`src/rtl/ccs_pkg.sv`:
```
package ccs_pkg;
  localparam int unsigned CCS_STREAMS_DEF = 8;
  localparam int unsigned CCS_CHANS_DEF   = 32;
  localparam int unsigned CCS_LEAD_DEF    = 1;

  typedef enum logic [0:0] {
    CCS_WAIT = 1'b0,
    CCS_LIVE = 1'b1
  } ccs_state_e;
endpackage

```
`src/rtl/ccs_slot_counter.sv`:
```
module ccs_slot_counter #(
  parameter int unsigned SLOTS = 256,
  localparam int unsigned SLW  = $clog2(SLOTS)
) (
  input  logic           clk_i,
  input  logic           rst_ni,
  input  logic           bit_stb_i,
  input  logic           frame_i,
  output logic [SLW-1:0] nxt_slot_o,
  output logic           load_o
);
  import ccs_pkg::*;

  localparam logic [SLW-1:0] LAST = SLW'(SLOTS - 1);

  ccs_state_e      state_q;
  logic [SLW-1:0]  slot_q;
  logic [SLW-1:0]  nxt_slot;

  always_comb begin
    if (frame_i)            nxt_slot = '0;
    else if (slot_q == LAST) nxt_slot = '0;
    else                     nxt_slot = slot_q + 1'b1;
  end

  // Advance on a bit strobe once aligned; a frame start aligns.
  assign load_o     = bit_stb_i && (frame_i || state_q == CCS_LIVE);
  assign nxt_slot_o = nxt_slot;

  always_ff @(posedge clk_i or negedge rst_ni) begin
    if (!rst_ni) begin
      state_q <= CCS_WAIT;
      slot_q  <= '0;
    end else if (load_o) begin
      state_q <= CCS_LIVE;
      slot_q  <= nxt_slot;
    end
  end
endmodule

```
`src/rtl/ccs_flag_select.sv`:
```
module ccs_flag_select #(
  parameter int unsigned STREAMS = 8,
  parameter int unsigned CHANS   = 32,
  parameter int unsigned LEAD    = 1,
  localparam int unsigned SW     = $clog2(STREAMS),
  localparam int unsigned CW     = $clog2(CHANS),
  localparam int unsigned SLW    = SW + CW,
  localparam int unsigned NFLAGS = STREAMS * CHANS
) (
  input  logic [SLW-1:0]    slot_i,
  input  logic [NFLAGS-1:0] flags_i,
  output logic              flag_o
);
  localparam logic [CW-1:0] LEAD_W = CW'(LEAD % CHANS);

  logic [SW-1:0]  stream;
  logic [CW-1:0]  tx_chan;
  logic [CW-1:0]  chan;
  logic [SLW-1:0] idx;

  assign stream  = slot_i[SW-1:0];
  assign tx_chan = slot_i[SLW-1:SW];

  generate
    if (LEAD % CHANS == 0) begin : g_no_lead
      assign chan = tx_chan;
    end else begin : g_lead
      assign chan = tx_chan + LEAD_W; // wraps modulo CHANS
    end
  endgenerate

  assign idx    = {stream, chan};
  assign flag_o = flags_i[idx];
endmodule

```
`src/rtl/ccs_out_reg.sv`:
```
module ccs_out_reg (
  input  logic clk_i,
  input  logic rst_ni,
  input  logic load_i,
  input  logic d_i,
  output logic q_o
);
  always_ff @(posedge clk_i or negedge rst_ni) begin
    if (!rst_ni)     q_o <= 1'b0;
    else if (load_i) q_o <= d_i;
  end
endmodule

```
`src/rtl/ccs_serializer.sv`:
```
module ccs_serializer #(
  parameter int unsigned STREAMS = ccs_pkg::CCS_STREAMS_DEF,
  parameter int unsigned CHANS   = ccs_pkg::CCS_CHANS_DEF,
  parameter int unsigned LEAD    = ccs_pkg::CCS_LEAD_DEF,
  localparam int unsigned SLOTS  = STREAMS * CHANS,
  localparam int unsigned SLW    = $clog2(SLOTS)
) (
  input  logic             clk_i,
  input  logic             rst_ni,
  input  logic             bit_stb_i,
  input  logic             frame_i,
  input  logic [SLOTS-1:0] flags_i,
  output logic             ctl_o
);
  logic [SLW-1:0] nxt_slot;
  logic           load;
  logic           flag;

  ccs_slot_counter #(.SLOTS(SLOTS)) u_cnt (
    .clk_i      (clk_i),
    .rst_ni     (rst_ni),
    .bit_stb_i  (bit_stb_i),
    .frame_i    (frame_i),
    .nxt_slot_o (nxt_slot),
    .load_o     (load)
  );

  ccs_flag_select #(.STREAMS(STREAMS), .CHANS(CHANS), .LEAD(LEAD)) u_sel (
    .slot_i  (nxt_slot),
    .flags_i (flags_i),
    .flag_o  (flag)
  );

  ccs_out_reg u_out (
    .clk_i  (clk_i),
    .rst_ni (rst_ni),
    .load_i (load),
    .d_i    (flag),
    .q_o    (ctl_o)
  );
endmodule

```
`config.mk`:
```
export PLATFORM = sky130hd
export DESIGN_NAME = ccs_serializer
export DESIGN_NICKNAME = d
export VERILOG_FILES = /design/src/rtl/ccs_pkg.sv /design/src/rtl/ccs_slot_counter.sv /design/src/rtl/ccs_flag_select.sv /design/src/rtl/ccs_out_reg.sv /design/src/rtl/ccs_serializer.sv
export SDC_FILE = /design/constraint.sdc
export NUM_CORES = 1
export LEC_CHECK = 0
export BUFFER_PORTS_ARGS = -buffer_cell sky130_fd_sc_hd__buf_2
export CAP_MARGIN = 40
export CORE_AREA = 2 2 101 103
export CTS_CLUSTER_SIZE = 14
export DETAILED_ROUTE_END_ITERATION = 8
export DIE_AREA = 0 0 103 105
export PLACE_DENSITY = 0.66
export SLEW_MARGIN = 20
export SYNTH_ARGS = -nofsm -noshare
export SYNTH_HDL_FRONTEND = slang
export SYNTH_SLANG_ARGS = --single-unit
```
`constraint.sdc`:
```
create_clock -name clk_i -period 10.22 [get_ports clk_i]
set_clock_uncertainty 0.15 [all_clocks]
set_input_delay 3.066 -clock clk_i [delete_from_list [all_inputs] [get_ports clk_i]]
set_output_delay 3.066 -clock clk_i [all_outputs]
set_load 0.03 [all_outputs]
```
-- Word-level counts from Yosys, hierarchy flattened
Index checks and enable logic that the tools add are counted.
- eq/ne operators: 1
- mux-type cells: 4
- shifts and indexed selects: 0
- add/sub/neg operators: 2
- divide/modulo/power cells: 0
- bitwise operators: 0
- multiply operators: 0
- $lt $le $gt $ge: 1
- reductions and logical operators: 2
- operator list (operator ; number):
    8-bit two-way mux ; 2
    8-bit by 9-bit less-than comparator with 1-bit output (second input constant) ; 1
    8-bit by 1-bit adder with 8-bit output (second input constant) ; 1
    1-bit binary-select mux with 8-bit select ; 1
    8-bit == test (second input constant) ; 1
    5-bit by 1-bit adder with 5-bit output (second input constant) ; 1
    1-bit logical AND ; 1
    1-bit logical OR ; 1
    1-bit two-way mux ; 1
- bits of input ports: 260
- register bits after elaboration: 10
- memories kept: 0
- word-level logic and storage cells: 13
- latch bits: 0
- memory bits (writable): 0
- output and inout bits: 1
- ROM bits: 0

-- Longest topological paths before layout
Gate-level depths: netlist (run 1).
- depth in word-level cells: 6
- gate-level depth with buffers: 18
- depth with buffers taken out: 14

-- Cells and area by module
A second synthesis (run 1) with hierarchy kept.
- cells, all modules: 275
- area, all modules: 3185.6 µm²
- by module, submodules not included (module ; cells each ; area an instance (µm²) ; seq. area each (µm²) ; instances):
    ccs_flag_select ; 205 ; 2548.7 ; 0.0 ; 1
    ccs_slot_counter ; 68 ; 596.8 ; 225.2 ; 1
    ccs_out_reg ; 2 ; 40.0 ; 25.0 ; 1

-- Worst setup path before layout (run 1)
No wires, ideal clock.
- path type: input port to flip-flop
- start: input frame_i
- end: register u_out.q_o
- data required time: 9943 ps
- stages on the path: 14
- setup slack: 3864 ps
- path buffers: 5
- data arrival time: 6079 ps
- setup time: 127 ps
- cell sequence: a41oi_4 > nand2b_2 > buf_4 > buf_2 > inv_1 > ha_1 > clkbuf_1 > clkbuf_1 > clkbuf_1 > mux4_2 > a221oi_1 > o21ai_0 > nor4_1 > nor3_1
- cells in the longest elaborated chain, start to end: 4
- elaborated cells between the ends (all ways): 6
- classes of those cells: add/sub: 1; mux: 3; reduce/logical: 2
- RTL lines (what ; line ; RTL):
    start: declaration ; ccs_serializer.sv:11 ; input logic frame_i,
    8-bit two-way mux ; ccs_slot_counter.sv:21 ; if (frame_i) nxt_slot = '0;
    named net nxt_slot[3] ; ccs_serializer.sv:15 ; logic [SLW-1:0] nxt_slot;
    5-bit by 1-bit adder with 5-bit output ; ccs_flag_select.sv:28 ; assign chan = tx_chan + LEAD_W;
    1-bit binary-select mux with 8-bit select ; ccs_flag_select.sv:33 ; assign flag_o = flags_i[idx];
    1-bit two-way mux (implied by the code) ; ccs_flag_select.sv:33 ;
    end signal: assignment ; ccs_out_reg.sv:10 ; else if (load_i) q_o <= d_i;
    end: declaration ; ccs_out_reg.sv:6 ; output logic q_o
The timed path passes the listed nets, and every way through them passes these cells. The select of a mux whose other input is x is not followed.
A chain may end at the register's enable or synchronous reset.

-- Worst setup path in the final report (run 1)
Same ends and word-level chain as after synthesis.

==> results of run 1 <==
## stage by stage
stage | cell area [sq um] | utilization, % | setup slack [ns] | std cells
final | 4280 | 44.4 | 3.52 | 610
after CTS | 4270 | 44.3 | 3.44 | 609
after detailed placement | 4220 | 43.7 | 3.19 | 605
after floorplan | 2820 | - | 3.86 | 230
after global routing | 4280 | 44.4 | 3.14 | 610
after global placement | 4210 | 43.7 | 3.27 | 604
## power breakdown
group,internal [mW],total [mW],switching (mW)
registers,0.0430,0.0490,0.00594
logic,0.0748,0.125,0.0498
clock network,0.0340,0.0513,0.0173
## worst max-delay path by stage
stage	slack, ns	from	cells past startpoint	end
3_3_place_gp	3.27	frame_i	13	u_out.q_o$_DFFE_PN0P_
5_1_grt	3.14	frame_i	13	u_out.q_o$_DFFE_PN0P_
6_report	3.52	frame_i	13	u_out.q_o$_DFFE_PN0P_
4_1_cts	3.44	frame_i	13	u_out.q_o$_DFFE_PN0P_
3_5_place_dp	3.19	frame_i	13	u_out.q_o$_DFFE_PN0P_
2_1_floorplan	3.86	frame_i	14	u_out.q_o$_DFFE_PN0P_
## synthesized netlist by cell type (2+ instances only)
library cell | n | share of area [%]
and2_1 | 4 | 0.89
dfrtp_1 | 10 | 8.9
nand4_1 | 4 | 0.89
nor3_1 | 4 | 0.71
a22o_1 | 2 | 0.62
xnor2_1 | 3 | 0.93
inv_1 | 5 | 0.67
buf_2 | 6 | 1.1
nand3_1 | 11 | 2.0
mux4_2 | 69 | 55
nand2_1 | 16 | 2.1
clkbuf_1 | 9 | 1.2
nor2_1 | 6 | 0.80
o211ai_1 | 2 | 0.53
o21a_1 | 2 | 0.53
buf_4 | 7 | 1.9
a21oi_1 | 6 | 1.1
nor4_1 | 2 | 0.44
a22oi_1 | 8 | 2.1
mux2i_1 | 11 | 3.9
o21ai_0 | 11 | 2.0
nor2_2 | 2 | 0.44
and3_1 | 3 | 0.67
ha_1 | 2 | 0.89
## logic make-up after synthesis
logic type	count (synthesis)	synth area share, %
simple gates	59	11.2
fa+ha+maj	2	0.888
xor+xnor	6	2.40
compound gates	45	12.6
buf+inv	28	4.98
mux	80	59.1
flops	10	8.88
## per-layer routing
| metal | routed length [um] | vias to the layer above |
|---|---|---|
| met2 | 6330 | 160 |
| met5 | 0 | - |
| met4 | 227 | 0 |
| met1 | 4760 | 1626 |
| met3 | 756 | 19 |
| li1 | - | 1491 |
## flip-flops by register name (all words and copies together), names as in the netlist
signal         count
u_cnt.slot_q       8
u_cnt.state_q      1
u_out.q_o          1
## worst max-delay path, stage by stage
cell,delay (ns)
buf_2,0.27
a41oi_4,0.10
nand2b_4,0.43
inv_1,0.10
ha_2,0.79
buf_4,0.52
mux4_2,0.38
mux2i_1,0.13
o21ai_0,0.09
a221oi_1,0.22
o21ai_0,0.12
nor4_1,0.33
nor3_1,0.07
## cell type report
class / count / area [sq um] / share of cell area, %
repair buffers: 266 / 1350 / 31.5
inverters: 5 / 18.8 / 0.438
multi-input cells: 192 / 2440 / 57.0
flip-flops and latches: 10 / 250 / 5.84
clock buffers: 4 / 55.1 / 1.29
well taps: 133 / 166 / 3.89
==> impl_metrics.csv, run 1 <==
group,metric,value,unit
clocking,cts_hold_buf,0,
hold_path,holdPathEnd,"u_cnt.state_q$_DFFE_PN0P_",
timing,final-setup-viol-count,0,
synth,ys_types,49,
timing,period_needed,6.70,ns
floorplanning,coreArea,9640,sq um
power_and_ir_drop,ir_worst_vdd,0.0315,mV
global_route,grt_pass1_wl,18600,um
synth,yosys_warnings,0,
synth,synth_cells,230,
hold_path,hold_depth,1,
cells_and_area,final_nets,740,
global_route,grt_overflow,0,
timing,tns,0,ns
floorplanning,die_x,103,um
synth,async_reset_ff_share,100,%
route,ant_nets,0,
cells_and_area,n_antenna_cell,0,
setup_path,path_class,"input port to flip-flop",
timing,max_clock_freq,149,MHz
setup_path,rr_worst_depth,13,
clocking,clk_pin_slew,0.05,ns
floorplanning,design.die.area,10800,sq um
place,place_congestion,0.849,
hold_path,min_path_type,"flip-flop to flip-flop",
global_route,grtUsageMet2,37.7,%
hold_path,min_from,"u_cnt.state_q$_DFFE_PN0P_",
setup_path,worstReg2RegStart,"u_cnt.slot_q[0]$_DFFE_PN0P_",
clocking,cts_buffer_depth,2,
global_route,use_met3,3.21,%
clocking,postCtsSetupBuffers,0,
clocking,cts_made_buffers,3,
synth,synth_top_flop_cell,"dfrtp_1",
setup_path,critPathLaunchType,"input port",
clocking,clock-sinks,10,
setup_path,rrSetupSlack,5.49,ns
cells_and_area,nFillCells,961,
timing,hold_viol,0,
floorplanning,fp.dieH,105,um
synth,syn_area,2820,sq um
route,route.vias.total,3296,
timing,slew_headroom,49.6,%
route,drt-total-wl,12100,um
floorplanning,num_rows,36,
floorplanning,initial_core_util,29.2,%
timing,min_period_over_period,65.5,%
route,wire_per_inst,19.8,um
setup_path,cp-end-kind,"flip-flop",
power_and_ir_drop,power_density,52.5,nW/um^2
synth,synth_nets,492,
timing,timing.hold.ws,0.341,ns
place,dp_hpwl,10300,um
clocking,cts_root_buf,"clkbuf_8",
cells_and_area,final_common_cell,"buf_2",
route,drc_errors,0,
clocking,clock_latency,0.25,ns
power_and_ir_drop,p_total,225,uW
cells_and_area,final_cell_mix,"260 x buf_2, 69 x mux4_2, 16 x nand2_1",
global_route,busiest_layer,"met2",
synth,postSynthAreaPerCell,12.2,sq um
synth,synth-seq-cells,10,
clocking,cts_tree,"yes",
timing,slew_viol_final,0,
setup_path,required,10.20,ns
power_and_ir_drop,leakagePower,1.96,nW
cells_and_area,drive_above_1_share,74.0,%
clocking,htree_levels,1,
global_route,antenna_found_initial,0,
global_route,use_met1,29.6,%
run,maxCapViolCount,0,
setup_path,cp.arrival,6.67,ns
clocking,cts_resized,0,
run_status,status,"complete, no violations",
route,first_iter_violations,206,
route,viasPerCell,5.40,
synth,ys_seq_area_share,8.88,%
setup_path,critPathMaxFanout,36,
setup_path,r2r_end,"u_out.q_o$_DFFE_PN0P_",
floorplanning,io_pins,261,
route,dr.pass1.iters,4,
synth,synth_edf_count,0,
timing,worstMarginPinSlew,0.753,ns
global_route,grtUsageTotal,22.0,%
global_route,grt_pass1_vias,3650,
cells_and_area,syn2layout_area_growth,52.0,%
global_route,grt_max_degree,42,
place,port_buffers,260,
timing,rsz0062_at_grt,"false",
Power figures use the tool's default switching activity.
==> run 2: changes to the inputs <==
CORE_AREA = 2 2 102 104   (was 2 2 101 103)
DIE_AREA = 0 0 104 106   (was 0 0 103 105)
PLACE_DENSITY = 0.67   (was 0.66)
clock period = 5.9 ns   (was 10.22 ns; I/O delays follow)
==> impl_metrics.csv, run 2 (synthesis results as in run 1) <==
group,metric,value,unit
floorplanning,io_pins,261,
run_status,status,"complete, no violations",
setup_path,cp.arrival,4.85,ns
global_route,grtUsageTotal,20.3,%
route,drc_errors,0,
timing,final-setup-viol-count,0,
cells_and_area,largest_reg_flops,8,
timing,worstMarginPinSlew,0.642,ns
cells_and_area,syn2layout_area_growth,53.7,%
cells_and_area,drive_above_1_share,74.1,%
power_and_ir_drop,power_density,89.6,nW/um^2
clocking,cts_hold_buf,0,
route,drt-total-wl,11600,um
timing,slew_headroom,57.0,%
floorplanning,fp.dieH,106,um
setup_path,path_class,"input port to flip-flop",
setup_path,critPathLaunchType,"input port",
cells_and_area,final_common_cell,"buf_2",
route,dr.pass1.iters,4,
power_and_ir_drop,ir_worst_vdd,0.0663,mV
floorplanning,coreArea,10000,sq um
clocking,clock-sinks,10,
setup_path,cp-end-kind,"flip-flop",
timing,min_period_over_period,82.8,%
power_and_ir_drop,p_sw,124,uW
setup_path,rrSetupSlack,1.73,ns
power_and_ir_drop,combPwrFrac,55.8,%
timing,rsz0062_at_grt,"false",
route,viasPerCell,5.35,
timing,slew_viol_final,0,
power_and_ir_drop,p_int,264,uW
clocking,cts_buffer_depth,2,
global_route,antenna_found_initial,0,
route,route.vias.total,3289,
setup_path,r2r_end,"u_out.q_o$_DFFE_PN0P_",
route,wire_per_inst,18.9,um
timing,max_clock_freq,205,MHz
cells_and_area,reg.largest.list,"u_cnt.slot_q: 8 flops, u_cnt.state_q: 1 flops, u_out.q_o: 1 flops",
global_route,grt_max_degree,52,
clocking,cts_tree,"yes",
clocking,postCtsSetupBuffers,0,
setup_path,critPathMaxFanout,51,
cells_and_area,final_cell_mix,"260 x buf_2, 69 x mux4_2, 16 x nand2_1",
place,dp_hpwl,10200,um
timing,hold_viol,0,
power_and_ir_drop,power_frac_seq,21.8,%
hold_path,min_path_type,"flip-flop to flip-flop",
global_route,grt_pass1_vias,3505,
cells_and_area,n_antenna_cell,0,
route,ant_nets,0,
route,first_iter_violations,205,
cells_and_area,regArea,250,sq um
timing,timing.hold.ws,0.339,ns
floorplanning,design.die.area,11000,sq um
hold_path,min_from,"u_cnt.state_q$_DFFE_PN0P_",
clocking,cts_root_buf,"clkbuf_8",
cells_and_area,top_register,"u_cnt.slot_q",
floorplanning,die_x,104,um
clocking,htree_levels,1,
clocking,clk_pin_slew,0.05,ns
setup_path,worstReg2RegStart,"u_cnt.slot_q[0]$_DFFE_PN0P_",
power_and_ir_drop,switching_share,32.0,%
setup_path,required,5.87,ns
cells_and_area,nFillCells,1013,
cells_and_area,multi_input_area,2440,sq um
place,place_congestion,0.923,
hold_path,holdPathEnd,"u_cnt.state_q$_DFFE_PN0P_",
clocking,clock_latency,0.24,ns
global_route,grt_overflow,0,
place,port_buffers,260,
clocking,cts_resized,0,
power_and_ir_drop,leakagePower,1.98,nW
timing,period_needed,4.88,ns
timing,tns,0,ns
floorplanning,initial_core_util,28.2,%
hold_path,hold_depth,1,
power_and_ir_drop,p_total,388,uW
power_and_ir_drop,pwr-share-clk,22.4,%
clocking,cts_made_buffers,3,
run,maxCapViolCount,0,
floorplanning,num_rows,37,
setup_path,rr_worst_depth,12,
cells_and_area,final_nets,742,
global_route,grt_pass1_wl,17900,um
[run 2: critical path: stages]
cell and delay [ns]:
buf_2 0.27, nor2b_1 0.10, mux2i_1 0.34, inv_1 0.11
ha_2 0.55, buf_12 0.30, mux4_2 0.35, mux4_2 0.48
nand2_1 0.08, a21oi_1 0.08, nor4_1 0.32, nor3_1 0.08
[run 2: power groups by stage]
stage	clock [mW]	combinational, mW	sequential, mW
2_1_floorplan	0	0.104	0.0839
3_3_place_gp	0	0.212	0.0849
3_5_place_dp	0	0.216	0.0852
4_1_cts	0.0877	0.217	0.0842
5_1_grt	0.0906	0.235	0.0859
6_report	0.0868	0.216	0.0847
[run 2: per-stage QoR]
stage	utilization, %	worst slack, ns	cell area [sq um]	std cells
floorplan	-	0.840	2820	230
global placement	42.5	0.779	4250	610
detailed placement	42.7	0.758	4270	611
CTS	43.3	1.02	4330	615
global route	43.3	0.859	4330	615
finish	43.3	1.02	4330	615
[run 2: how the worst max path moves through the flow]
stage,start,endpoint,slack [ns],cells past startpoint
final,frame_i,u_out.q_o$_DFFE_PN0P_,1.02,12
after global routing,frame_i,u_out.q_o$_DFFE_PN0P_,0.86,12
after CTS,frame_i,u_out.q_o$_DFFE_PN0P_,1.02,12
after detailed placement,frame_i,u_out.q_o$_DFFE_PN0P_,0.76,12
after global placement,frame_i,u_out.q_o$_DFFE_PN0P_,0.78,10
after floorplan,frame_i,u_out.q_o$_DFFE_PN0P_,0.84,14
[run 2: area by class of cell]
class / count / area share, %
Multi-Input combinational cell: 192 / 56.4
Timing Repair Buffer: 268 / 32.2
Sequential cell: 10 / 5.78
Tap cell: 136 / 3.93
Clock buffer: 4 / 1.27
Inverter: 5 / 0.434
[run 2: routing by layer]
layer | wire [um] | GRT usage [%] | up-vias
met5 | 0 | 0 | -
met4 | 195 | 3.86 | 0
met3 | 653 | 3.86 | 18
met2 | 6170 | 35.4 | 136
met1 | 4570 | 26.7 | 1634
li1 | - | - | 1501
